`src/rtl/aes_tx_pkg.sv`:
```
package aes_tx_pkg;
    localparam int SAMPLE_W         = 24;
    localparam int DATA_SLOTS       = 28;
    localparam int FIRST_DATA_SLOT  = 4;
    localparam int LAST_SLOT        = 31;
    localparam int SLOT_W           = 5;
    localparam int PRE_HALVES       = 8;
    localparam int PRE_W            = $clog2(PRE_HALVES);
    localparam int HALVES_PER_FRAME = 128;
    localparam int FRAMES_PER_BLOCK = 192;
    localparam int FIDX_W           = $clog2(FRAMES_PER_BLOCK);
    localparam int BLOCK_BYTES      = FRAMES_PER_BLOCK / 8;
    localparam int BYTE_AW          = $clog2(BLOCK_BYTES);
    localparam int CRC_W            = 8;
    localparam int CRC_START        = FRAMES_PER_BLOCK - CRC_W;
    localparam logic [CRC_W-1:0] CRC_POLY = 8'h1D;

    // Half-cell levels, first half-cell in bit 7, for a preceding level of 0.
    localparam logic [PRE_HALVES-1:0] PAT_BLOCK = 8'hE8;
    localparam logic [PRE_HALVES-1:0] PAT_LEFT  = 8'hE2;
    localparam logic [PRE_HALVES-1:0] PAT_RIGHT = 8'hE4;

    typedef enum logic [1:0] {
        ST_PRE    = 2'd0,
        ST_CELL_A = 2'd1,
        ST_CELL_B = 2'd2
    } tx_state_e;
endpackage

```
`src/rtl/aes_cu_store.sv`:
```
module aes_cu_store
    import aes_tx_pkg::*;
#(
    parameter int DEPTH = FRAMES_PER_BLOCK
) (
    input  logic                           clk,
    input  logic                           rst_n,
    input  logic                           wr_en,
    input  logic                           wr_user,
    input  logic [BYTE_AW-1:0]             wr_byte,
    input  logic [7:0]                     wr_data,
    input  logic                           swap,
    input  logic [$clog2(DEPTH)-1:0]       rd_frame,
    output logic                           cs_bit,
    output logic                           u_bit
);
    localparam int NBYTES = DEPTH / 8;
    localparam int IW     = $clog2(DEPTH);
    localparam int NBUF   = 2;   // index 0: channel status, 1: user

    logic [IW-1:0]   base;
    logic            in_range;
    logic [NBUF-1:0] rd_bits;

    assign in_range = (int'(wr_byte) < NBYTES);
    assign base     = IW'({wr_byte, 3'b000});

    for (genvar g = 0; g < NBUF; g++) begin : g_buf
        logic [DEPTH-1:0] shadow_q;
        logic [DEPTH-1:0] active_q;
        logic             sel;

        assign sel = (g == 1) ? wr_user : ~wr_user;

        always_ff @(posedge clk or negedge rst_n) begin
            if (!rst_n) begin
                shadow_q <= '0;
                active_q <= '0;
            end else begin
                if (swap)
                    active_q <= shadow_q;
                if (wr_en && sel && in_range)
                    shadow_q[base +: 8] <= wr_data;
            end
        end

        assign rd_bits[g] = active_q[rd_frame];
    end

    assign cs_bit = rd_bits[0];
    assign u_bit  = rd_bits[1];
endmodule

```
`src/rtl/aes_cs_crc.sv`:
```
module aes_cs_crc
    import aes_tx_pkg::*;
(
    input  logic             clk,
    input  logic             rst_n,
    input  logic             restart,
    input  logic             step,
    input  logic             din,
    output logic [CRC_W-1:0] crc_q
);
    logic [CRC_W-1:0] seed;
    logic [CRC_W-1:0] nxt;

    always_comb begin
        seed = restart ? '1 : crc_q;
        nxt  = {seed[CRC_W-2:0], 1'b0} ^ ((seed[CRC_W-1] ^ din) ? CRC_POLY : '0);
    end

    always_ff @(posedge clk or negedge rst_n) begin
        if (!rst_n)       crc_q <= '1;
        else if (step)    crc_q <= nxt;
        else if (restart) crc_q <= '1;
    end
endmodule

```
`src/rtl/aes_subframe_pack.sv`:
```
module aes_subframe_pack
    import aes_tx_pkg::*;
(
    input  logic [SAMPLE_W-1:0]   pcm,
    input  logic                  v_bit,
    input  logic                  u_bit,
    input  logic                  c_bit,
    output logic [DATA_SLOTS-1:0] word
);
    logic [DATA_SLOTS-2:0] body;

    assign body = {c_bit, u_bit, v_bit, pcm};
    assign word = {^body, body};
endmodule

```
`src/rtl/aes3_frame_tx.sv`:
```
module aes3_frame_tx
    import aes_tx_pkg::*;
#(
    parameter int CLK_PER_FRAME = 256
) (
    input  logic                clk,
    input  logic                rst_n,
    input  logic                standalone,
    input  logic [SAMPLE_W-1:0] left_pcm,
    input  logic [SAMPLE_W-1:0] right_pcm,
    input  logic                v_flag,
    input  logic                cs_pin,
    input  logic                user_pin,
    input  logic                wr_en,
    input  logic                wr_user,
    input  logic [BYTE_AW-1:0]  wr_byte,
    input  logic [7:0]          wr_data,
    output logic                tx_out,
    output logic                block_start
);
    localparam int DIV   = CLK_PER_FRAME / HALVES_PER_FRAME;
    localparam int DIV_W = (DIV > 1) ? $clog2(DIV) : 1;
    localparam logic [FIDX_W-1:0] LAST_FRAME = FIDX_W'(FRAMES_PER_BLOCK - 1);
    localparam logic [SLOT_W-1:0] SLOT_END   = SLOT_W'(LAST_SLOT);
    localparam logic [SLOT_W-1:0] SLOT_BEGIN = SLOT_W'(FIRST_DATA_SLOT);
    localparam logic [PRE_W-1:0]  PRE_END    = PRE_W'(PRE_HALVES - 1);

    // Half-cell tick
    logic tick;
    if (DIV == 1) begin : g_nodiv
        assign tick = 1'b1;
    end else begin : g_div
        logic [DIV_W-1:0] div_q;
        always_ff @(posedge clk or negedge rst_n) begin
            if (!rst_n)                         div_q <= '0;
            else if (div_q == DIV_W'(DIV - 1))  div_q <= '0;
            else                                div_q <= div_q + 1'b1;
        end
        assign tick = (div_q == DIV_W'(DIV - 1));
    end

    // Sequencer state
    tx_state_e          state_q, state_d;
    logic [PRE_W-1:0]   pre_q,   pre_d;
    logic [SLOT_W-1:0]  slot_q,  slot_d;
    logic               right_q, right_d;
    logic [FIDX_W-1:0]  frame_q, frame_d;

    // Output-side registers
    logic                  tx_q, tx_d;
    logic                  ref_q, ref_d;
    logic                  blk_q, blk_d;
    logic [DATA_SLOTS-1:0] shift_q, shift_d;

    // Datapath
    logic                  load, swap, crc_zone;
    logic                  buf_cs, buf_u, c_src, u_src, c_eff;
    logic [CRC_W-1:0]      crc_q;
    logic [DATA_SLOTS-1:0] word;
    logic [PRE_HALVES-1:0] pat;

    assign load     = tick && (state_q == ST_PRE) && (pre_q == '0);
    assign swap     = tick && (state_q == ST_CELL_B) && (slot_q == SLOT_END)
                      && right_q && (frame_q == LAST_FRAME);
    assign crc_zone = (frame_q >= FIDX_W'(CRC_START));
    assign c_src    = standalone ? cs_pin   : buf_cs;
    assign u_src    = standalone ? user_pin : buf_u;
    assign c_eff    = crc_zone ? crc_q[3'(frame_q - FIDX_W'(CRC_START))] : c_src;
    assign pat      = right_q ? PAT_RIGHT : ((frame_q == '0) ? PAT_BLOCK : PAT_LEFT);

    aes_cu_store #(.DEPTH(FRAMES_PER_BLOCK)) u_store (
        .clk      (clk),
        .rst_n    (rst_n),
        .wr_en    (wr_en),
        .wr_user  (wr_user),
        .wr_byte  (wr_byte),
        .wr_data  (wr_data),
        .swap     (swap),
        .rd_frame (frame_q),
        .cs_bit   (buf_cs),
        .u_bit    (buf_u)
    );

    aes_cs_crc u_crc (
        .clk     (clk),
        .rst_n   (rst_n),
        .restart (load && !right_q && (frame_q == '0)),
        .step    (load && !right_q && !crc_zone),
        .din     (c_src),
        .crc_q   (crc_q)
    );

    aes_subframe_pack u_pack (
        .pcm   (right_q ? right_pcm : left_pcm),
        .v_bit (v_flag),
        .u_bit (u_src),
        .c_bit (c_eff),
        .word  (word)
    );

    // Next-state logic
    always_comb begin
        state_d = state_q;
        pre_d   = pre_q;
        slot_d  = slot_q;
        right_d = right_q;
        frame_d = frame_q;
        if (tick) begin
            unique case (state_q)
                ST_PRE: begin
                    if (pre_q == PRE_END) begin
                        state_d = ST_CELL_A;
                        slot_d  = SLOT_BEGIN;
                    end else begin
                        pre_d = pre_q + 1'b1;
                    end
                end
                ST_CELL_A: state_d = ST_CELL_B;
                ST_CELL_B: begin
                    if (slot_q == SLOT_END) begin
                        state_d = ST_PRE;
                        pre_d   = '0;
                        right_d = ~right_q;
                        if (right_q)
                            frame_d = (frame_q == LAST_FRAME) ? '0 : frame_q + 1'b1;
                    end else begin
                        state_d = ST_CELL_A;
                        slot_d  = slot_q + 1'b1;
                    end
                end
                default: state_d = ST_PRE;
            endcase
        end
    end

    // State register
    always_ff @(posedge clk or negedge rst_n) begin
        if (!rst_n) begin
            state_q <= ST_PRE;
            pre_q   <= '0;
            slot_q  <= SLOT_BEGIN;
            right_q <= 1'b0;
            frame_q <= '0;
        end else begin
            state_q <= state_d;
            pre_q   <= pre_d;
            slot_q  <= slot_d;
            right_q <= right_d;
            frame_q <= frame_d;
        end
    end

    // Output logic
    always_comb begin
        tx_d    = tx_q;
        ref_d   = ref_q;
        blk_d   = blk_q;
        shift_d = shift_q;
        if (tick) begin
            blk_d = (frame_q == '0);
            unique case (state_q)
                ST_PRE: begin
                    if (pre_q == '0) begin
                        ref_d   = tx_q;
                        shift_d = word;
                        tx_d    = pat[PRE_HALVES-1] ^ tx_q;
                    end else begin
                        tx_d = pat[PRE_END - pre_q] ^ ref_q;
                    end
                end
                ST_CELL_A: tx_d = ~tx_q;
                ST_CELL_B: begin
                    tx_d    = tx_q ^ shift_q[0];
                    shift_d = shift_q >> 1;
                end
                default: tx_d = tx_q;
            endcase
        end
    end

    always_ff @(posedge clk or negedge rst_n) begin
        if (!rst_n) begin
            tx_q    <= 1'b0;
            ref_q   <= 1'b0;
            blk_q   <= 1'b0;
            shift_q <= '0;
        end else begin
            tx_q    <= tx_d;
            ref_q   <= ref_d;
            blk_q   <= blk_d;
            shift_q <= shift_d;
        end
    end

    assign tx_out      = tx_q;
    assign block_start = blk_q;
endmodule

```
`config.mk`:
```
export PLATFORM = sky130hd
export DESIGN_NAME = aes3_frame_tx
export DESIGN_NICKNAME = d
export VERILOG_FILES = /design/src/rtl/aes_tx_pkg.sv /design/src/rtl/aes_cu_store.sv /design/src/rtl/aes_cs_crc.sv /design/src/rtl/aes_subframe_pack.sv /design/src/rtl/aes3_frame_tx.sv
export SDC_FILE = /design/constraint.sdc
export NUM_CORES = 2
export LEC_CHECK = 0
export BUFFER_PORTS_ARGS = -buffer_cell sky130_fd_sc_hd__buf_4
export CAP_MARGIN = 25
export CORE_ASPECT_RATIO = 1.75
export CORE_UTILIZATION = 40
export DETAILED_ROUTE_END_ITERATION = 8
export GPL_ROUTABILITY_DRIVEN = 0
export PLACE_DENSITY = 0.55
export SYNTH_ARGS = -nofsm -noshare
export SYNTH_HDL_FRONTEND = slang
export SYNTH_SLANG_ARGS = --single-unit
export TNS_END_PERCENT = 50
```
`constraint.sdc`:
```
create_clock -name clk -period 3.39 [get_ports clk]
set_input_delay 0.1695 -clock clk [delete_from_list [all_inputs] [get_ports clk]]
set_output_delay 0.1695 -clock clk [all_outputs]
set_load 0.01 [all_outputs]
```
# Word level (Yosys, flattened, before mapping)
# Index checks and enable logic that the tools add are counted.
dict set report word_totals {
  reg_bits 827
}
dict set report classes {
  bitwise_logic 8
  add_sub_neg 7
  muxes 34
  n_eq_ne 10
  order_cmp 5
  n_reduce_logical 29
  shift 2
}
# op n
set op_table {}
lappend op_table {{$bwmux 192} 2}
lappend op_table {{$shift 8x10->192 const A} 1}
lappend op_table {{$shiftx 8x10->192} 1}
lappend op_table {{$pmux 28 s2} 1}
lappend op_table {{$mux 28} 1}
lappend op_table {{$reduce_xor 27->1} 1}
lappend op_table {{$mux 24} 1}
lappend op_table {{$mux 8} 3}
lappend op_table {{$bmux 1 s8} 2}
lappend op_table {{$mux 5} 3}
lappend op_table {{$logic_and 1x1->1} 13}
lappend op_table {{$reduce_and 4->1} 3}
lappend op_table {{$mux 1} 10}
lappend op_table {{$neg 8->10} 1}
lappend op_table {{$pmux 5 s2} 1}
lappend op_table {{$lt 8x9->1 const B} 1}
lappend op_table {{$reduce_and 3->1} 3}
lappend op_table {{$add 8x1->8 const B} 1}
lappend op_table {{$eq 8x8->1 const B} 1}
lappend op_table {{$ge 8x8->1 const B} 1}
lappend op_table {{$logic_not 8->1} 1}
lappend op_table {{$lt 3x4->1 const B} 2}
lappend op_table {{$mux 4} 2}
lappend op_table {{$xor 8x8->8} 1}
lappend op_table {{other kinds (27)} 38}

# Logic depth before layout (Yosys ltp)
dict set report logic_depth {
  depth_word 10
  ltp_mapped 13
}

# Modules after synthesis
# A second synthesis with hierarchy kept.
dict set report hier_totals {
  cells_unflattened 2623
  hier_area_um2 36201.0
}
# module n_inst cells_per_inst area_per_inst_um2
set modules_own_cells {}
lappend modules_own_cells {aes_cu_store 1 2238 32287.2}
lappend modules_own_cells {aes3_frame_tx 1 293 3032.9}
lappend modules_own_cells {aes_subframe_pack 1 51 447.9}
lappend modules_own_cells {aes_cs_crc 1 41 432.9}

# Worst setup path after synthesis
# No wires, ideal clock.
dict set report synth_path {
  path_kind {in2reg}
  start {in wr_byte[0]}
  end {reg u_store.g_buf[0].shadow_q[56]}
  cell_stages 9
  arrival_time_ns 2.715
  path_slack_ns 0.550
  path_cell_list {clkbuf_1 -> inv_1 -> ha_1 -> clkbuf_1 -> xor2_1 -> clkbuf_1 -> nand2_1 -> nor2_1 -> mux2_2}
}
dict set report synth_via {
  elab_chain_len 3
}
# element line
set synth_lines {}
lappend synth_lines {{from (decl)} aes3_frame_tx.sv:16} ;# input logic [BYTE_AW-1:0] wr_byte,
lappend synth_lines {{$neg 8->10} aes_cu_store.sv:43} ;# shadow_q[base +: 8] <= wr_data;
lappend synth_lines {{$shiftx 8x10->192 / $shift 8x10->192 (equally long branches)} aes_cu_store.sv:43}
lappend synth_lines {{$bwmux 192} aes_cu_store.sv:43}
lappend synth_lines {{to (signal, indexed assignment)} aes_cu_store.sv:43}
lappend synth_lines {{to (decl)} aes_cu_store.sv:29} ;# logic [DEPTH-1:0] shadow_q;
# Several ways; a longest one is shown, not always the timed one.
# A chain may end at the register's enable or synchronous reset.

# Final worst setup path
dict set report layout_path {
  start {reg frame_q[0]}
  end {reg shift_q[27]}
}
dict set report layout_via {
  elab_chain_len 7
}
# element line
set layout_lines {}
lappend layout_lines {{from (decl)} aes3_frame_tx.sv:47} ;# logic [FIDX_W-1:0] frame_q, frame_d;
lappend layout_lines {{from (signal assigned)} aes3_frame_tx.sv:149} ;# frame_q <= frame_d;
lappend layout_lines {{$bmux 1 s8 / $sub 3x1->3 (equally long branches)} {aes_cu_store.sv:47, aes3_frame_tx.sv:68}}
lappend layout_lines {{$mux 1 (implied by the code) / $bmux 1 s3 (equally long branches)} {aes_cu_store.sv:47, aes3_frame_tx.sv:68}}
lappend layout_lines {{$mux 1, on equally long branches} {aes3_frame_tx.sv:66, aes3_frame_tx.sv:68}}
lappend layout_lines {{$mux 1} aes3_frame_tx.sv:68} ;# assign c_eff = crc_zone ? crc_q[3'(frame_q - FIDX_W'(CRC_START))] : c_src;
lappend layout_lines {{$reduce_xor 27->1 (*)} aes_subframe_pack.sv:13} ;# assign word = {^body, body};
lappend layout_lines {{$mux 28 (*)} aes3_frame_tx.sv:163} ;# if (pre_q == '0) begin
lappend layout_lines {{$pmux 28 s2 (*)} aes3_frame_tx.sv:161} ;# unique case (state_q)
lappend layout_lines {{to (signal assigned)} aes3_frame_tx.sv:191} ;# shift_q <= shift_d;
lappend layout_lines {{to (decl)} aes3_frame_tx.sv:53} ;# logic [DATA_SLOTS-1:0] shift_q, shift_d;
# Mark *: on every way between the ends. The rest lies on a longest branch, timed or not. The select of a mux whose other input is x is not followed.

==> reports/qor.txt <==
Status -> finished, final reports clean
Post-Syn Area -> 0.0362 mm^2
EDFF count, synth -> 0
DRT Wirelength -> 102000 um
Ys async rst share -> 100%
Fill count -> 7887
Die area -> 0.0918 mm^2
Max Slew Vio Count -> 0
CTS clock-pin slew for the worst setup and hold paths -> 70 ps
Crit path required time -> 3960 ps
Crit. End Element -> flip-flop
Multi-input logic area -> 0.0146 mm^2
Crit Path Category -> reg2reg
Worst Clk Skew -> 27.5 ps
Synthesized instance count -> 2728
Num rows -> 145
N_diodes -> 0
Clk_lat worst skew -> 670 ps
Hold slack -> 28.3 ps
Worst vdd ir -> 332 uV
Critical Path Start -> frame_q[0]
FF-to-FF End -> shift_q[27]
Initial DRC count -> 1513
Most common cell after layout, fill and taps aside -> dfrtp_1
Tmin final -> 3310 ps
DR DRC count -> 0
Fin. Hold Viols -> 0
DP Cell Count -> 3996
Worst R2R Start -> frame_q[0]
Global-route wire length before repair -> 157000 um
Top_reg_cell synth -> dfrtp_1
Synth Register Bits -> 827
Worst Setup Start Kind -> flip-flop
CTS Sinks -> 827
Die height -> 400 um
Vias -> 22700
Initial core utilization -> 40.5%
Mapped Avg Cell Area -> 13.3 um^2
Hold Path Class -> in2reg
Highest Clock Rate -> 0.302 GHz
Gr ovfl total -> 0
Post-route ant nets -> 0
Yosys top cell area share -> 56.5%
R2R cell count -> 10
Hold Crit Start -> left_pcm[12]
Post-synth top area cell -> dfrtp_1
Max_cap viols -> 0
Max stage delay on crit path -> 620 ps
Synth area leaders -> dfrtp_1 57%, mux2_2 20%, mux4_2 3.9%
Slowest cell on the critical path -> mux4_1
Most frequent cells in the layout -> 815 x dfrtp_1, 635 x mux2_2, 289 x nand2_1
Clock Root Buffer -> clkbuf_16
CP most frequent cell -> o21ai_1
Worst Setup Slack post-DPL -> 69.3 ps
Unrepaired setup endpoints after global routing -> no
Final net count -> 3030
Inserted Clock Buffers -> 76
Antenna violations before repair -> 1
Routed WL per cell -> 24.4 um
Final setup vio count -> 0
Vias in the first global route -> 24700
Main combinational cell family by area after synthesis -> multiplexers
GRT Util Overall -> 22.9%
Final worst slack -> 80.3 ps
Synth unique cells -> 63
H-tree Lvls -> 3
Layout area overhead -> 16.2%
Post-synthesis adder-cell area fraction -> 0.553%
Share of post-route cells with drive strength above 1 -> 36.6%
HPWL after DPL -> 73600 um
Clock buffer depth -> 3
XOR/XNOR Fraction of Synth Area -> 1.11%
Worst-margin pin slew -> 1030 ps
TritonCTS clock tree -> built
Yosys Warn Count -> 0
Vias per std cell -> 5.44
DR pass1 iterations -> 6
Mux contribution to synthesized area -> 26.6%
Slew margin rel. -> 30.5%
CP Capture Point -> shift_q[27]
Syn_nets -> 2813
Simple-gate share of the synthesized area -> 6.83%
Register Area -> 0.0207 mm^2
Core box area -> 0.0894 mm^2
Complex-gate fraction of the synthesized area -> 4.99%
Period Utilization, post-route -> 97.6%
Seq/Total Area, Yosys -> 57.2%
I/O pins -> 71
Critical Path AT -> 3880 ps
Crit-path cells -> buf_12, mux4_1, a22oi_1, a21oi_1, o21ai_1, o21ai_1, nor4_4, a21oi_2, xnor2_1, o31ai_2
Power Density -> 480 mW/mm^2
Critical Path Fanout Max -> 29
Tot Pwr -> 20.2 mW
Die width -> 229 um
Largest net degree at the start of global routing -> 130
Final setup TNS -> 0 ps
Reg2reg setup slack -> 80 ps
Finished Layout Cells -> 4178
Cell leakage power -> 19.7 nW
Port buffer count -> 70
==> metrics by stage <==
stage / utilization (%) / instance area [um^2]
2_1_floorplan: - / 36200
3_3_place_gp: 43.6 / 39000
3_5_place_dp: 43.6 / 39000
4_1_cts: 47.0 / 42000
5_1_grt: 47.0 / 42100
6_report: 47.0 / 42100
==> synthesized netlist by cell type (6+ instances only) <==
master and number:
dfrtp_1 818, mux2_2 635, nand2_1 289, o21ai_0 188
nor2_1 124, mux2i_1 73, clkbuf_1 66, mux4_2 63
buf_4 53, a21oi_1 47, nand3_1 46, nor3_1 37
xnor2_1 35, a22oi_1 20, buf_2 19, inv_1 19
ha_1 16, mux4_1 13, nor2b_1 13, xor2_1 11
and2_1 10, nand2b_1 10, dfstp_2 9, a211oi_1 8
a31oi_1 8, a221oi_1 7, buf_6 7, and3_1 6
nor2_2 6
==> power breakdown <==
part	total [mW]	switching, mW	internal, mW
sequential	10.2	0.130	10.1
clock	8.83	3.78	5.06
combinational	1.11	0.701	0.408
total	20.2	4.61	15.6
==> cells by family after synthesis <==
kind of cell | Yosys count
XOR/XNOR | 46
AO/OA/AOI/OAI | 314
multiplexers | 784
buffers and inverters | 173
adder cells (fa/ha/maj) | 16
AND/OR/NAND/NOR | 568
flip-flops | 827
==> layout make-up <==
type	count	area share, %
multi-input combinational	1728	34.6
tap	1176	3.50
sequential	827	49.3
clock inverter	21	0.497
timing repair buffer	290	6.38
inverter	22	0.196
clock buffer	114	5.54
==> sequential cells by signal, indices dropped and copies added, names as in the netlist, 2 cells and up <==
name and cells:
frame_q 8, pre_q 3, shift_q 28, slot_q 5
state_q 2, u_crc.crc_q 8, u_store.g_buf.active_q 384, u_store.g_buf.shadow_q 384
==> repair_timing <==
action                                 4_1_cts  5_1_grt
setup buffers                                0        3
hold buffers                                44        0
resized for setup                            0        3
setup endpoints to repair                    0      281
endpoints found under the hold margin      310        0
==> worst min path at each step <==
stage,cells past startpoint,slack [ps],end
after floorplan,0,-130,block_start
after CTS,5,9,shift_q[12]
after global placement,1,140,u_store.g_buf[0].active_q[187]
final,5,30,shift_q[12]
after detailed placement,1,140,u_store.g_buf[0].active_q[186]
after global routing,5,60,shift_q[4]
==> worst max-delay path, delay by kind of cell (launching register included) <==
kind	cells	cell delay, ps
buffers and inverters	1	270
AO/OA/AOI/OAI	6	1310
XOR/XNOR	1	200
AND/OR/NAND/NOR	1	330
multiplexers	1	620
flip-flops	1	450
==> metal layers <==
| layer | up-vias | wire length, um | track usage, % |
|---|---|---|---|
| li1 | 10100 | - | - |
| met1 | 11900 | 38800 | 25.9 |
| met2 | 522 | 55000 | 42.5 |
| met3 | 194 | 3360 | 3.20 |
| met4 | 2 | 4590 | 10.3 |
| met5 | - | 14 | 0 |
Note: power is estimated with default switching activity, not from simulation.
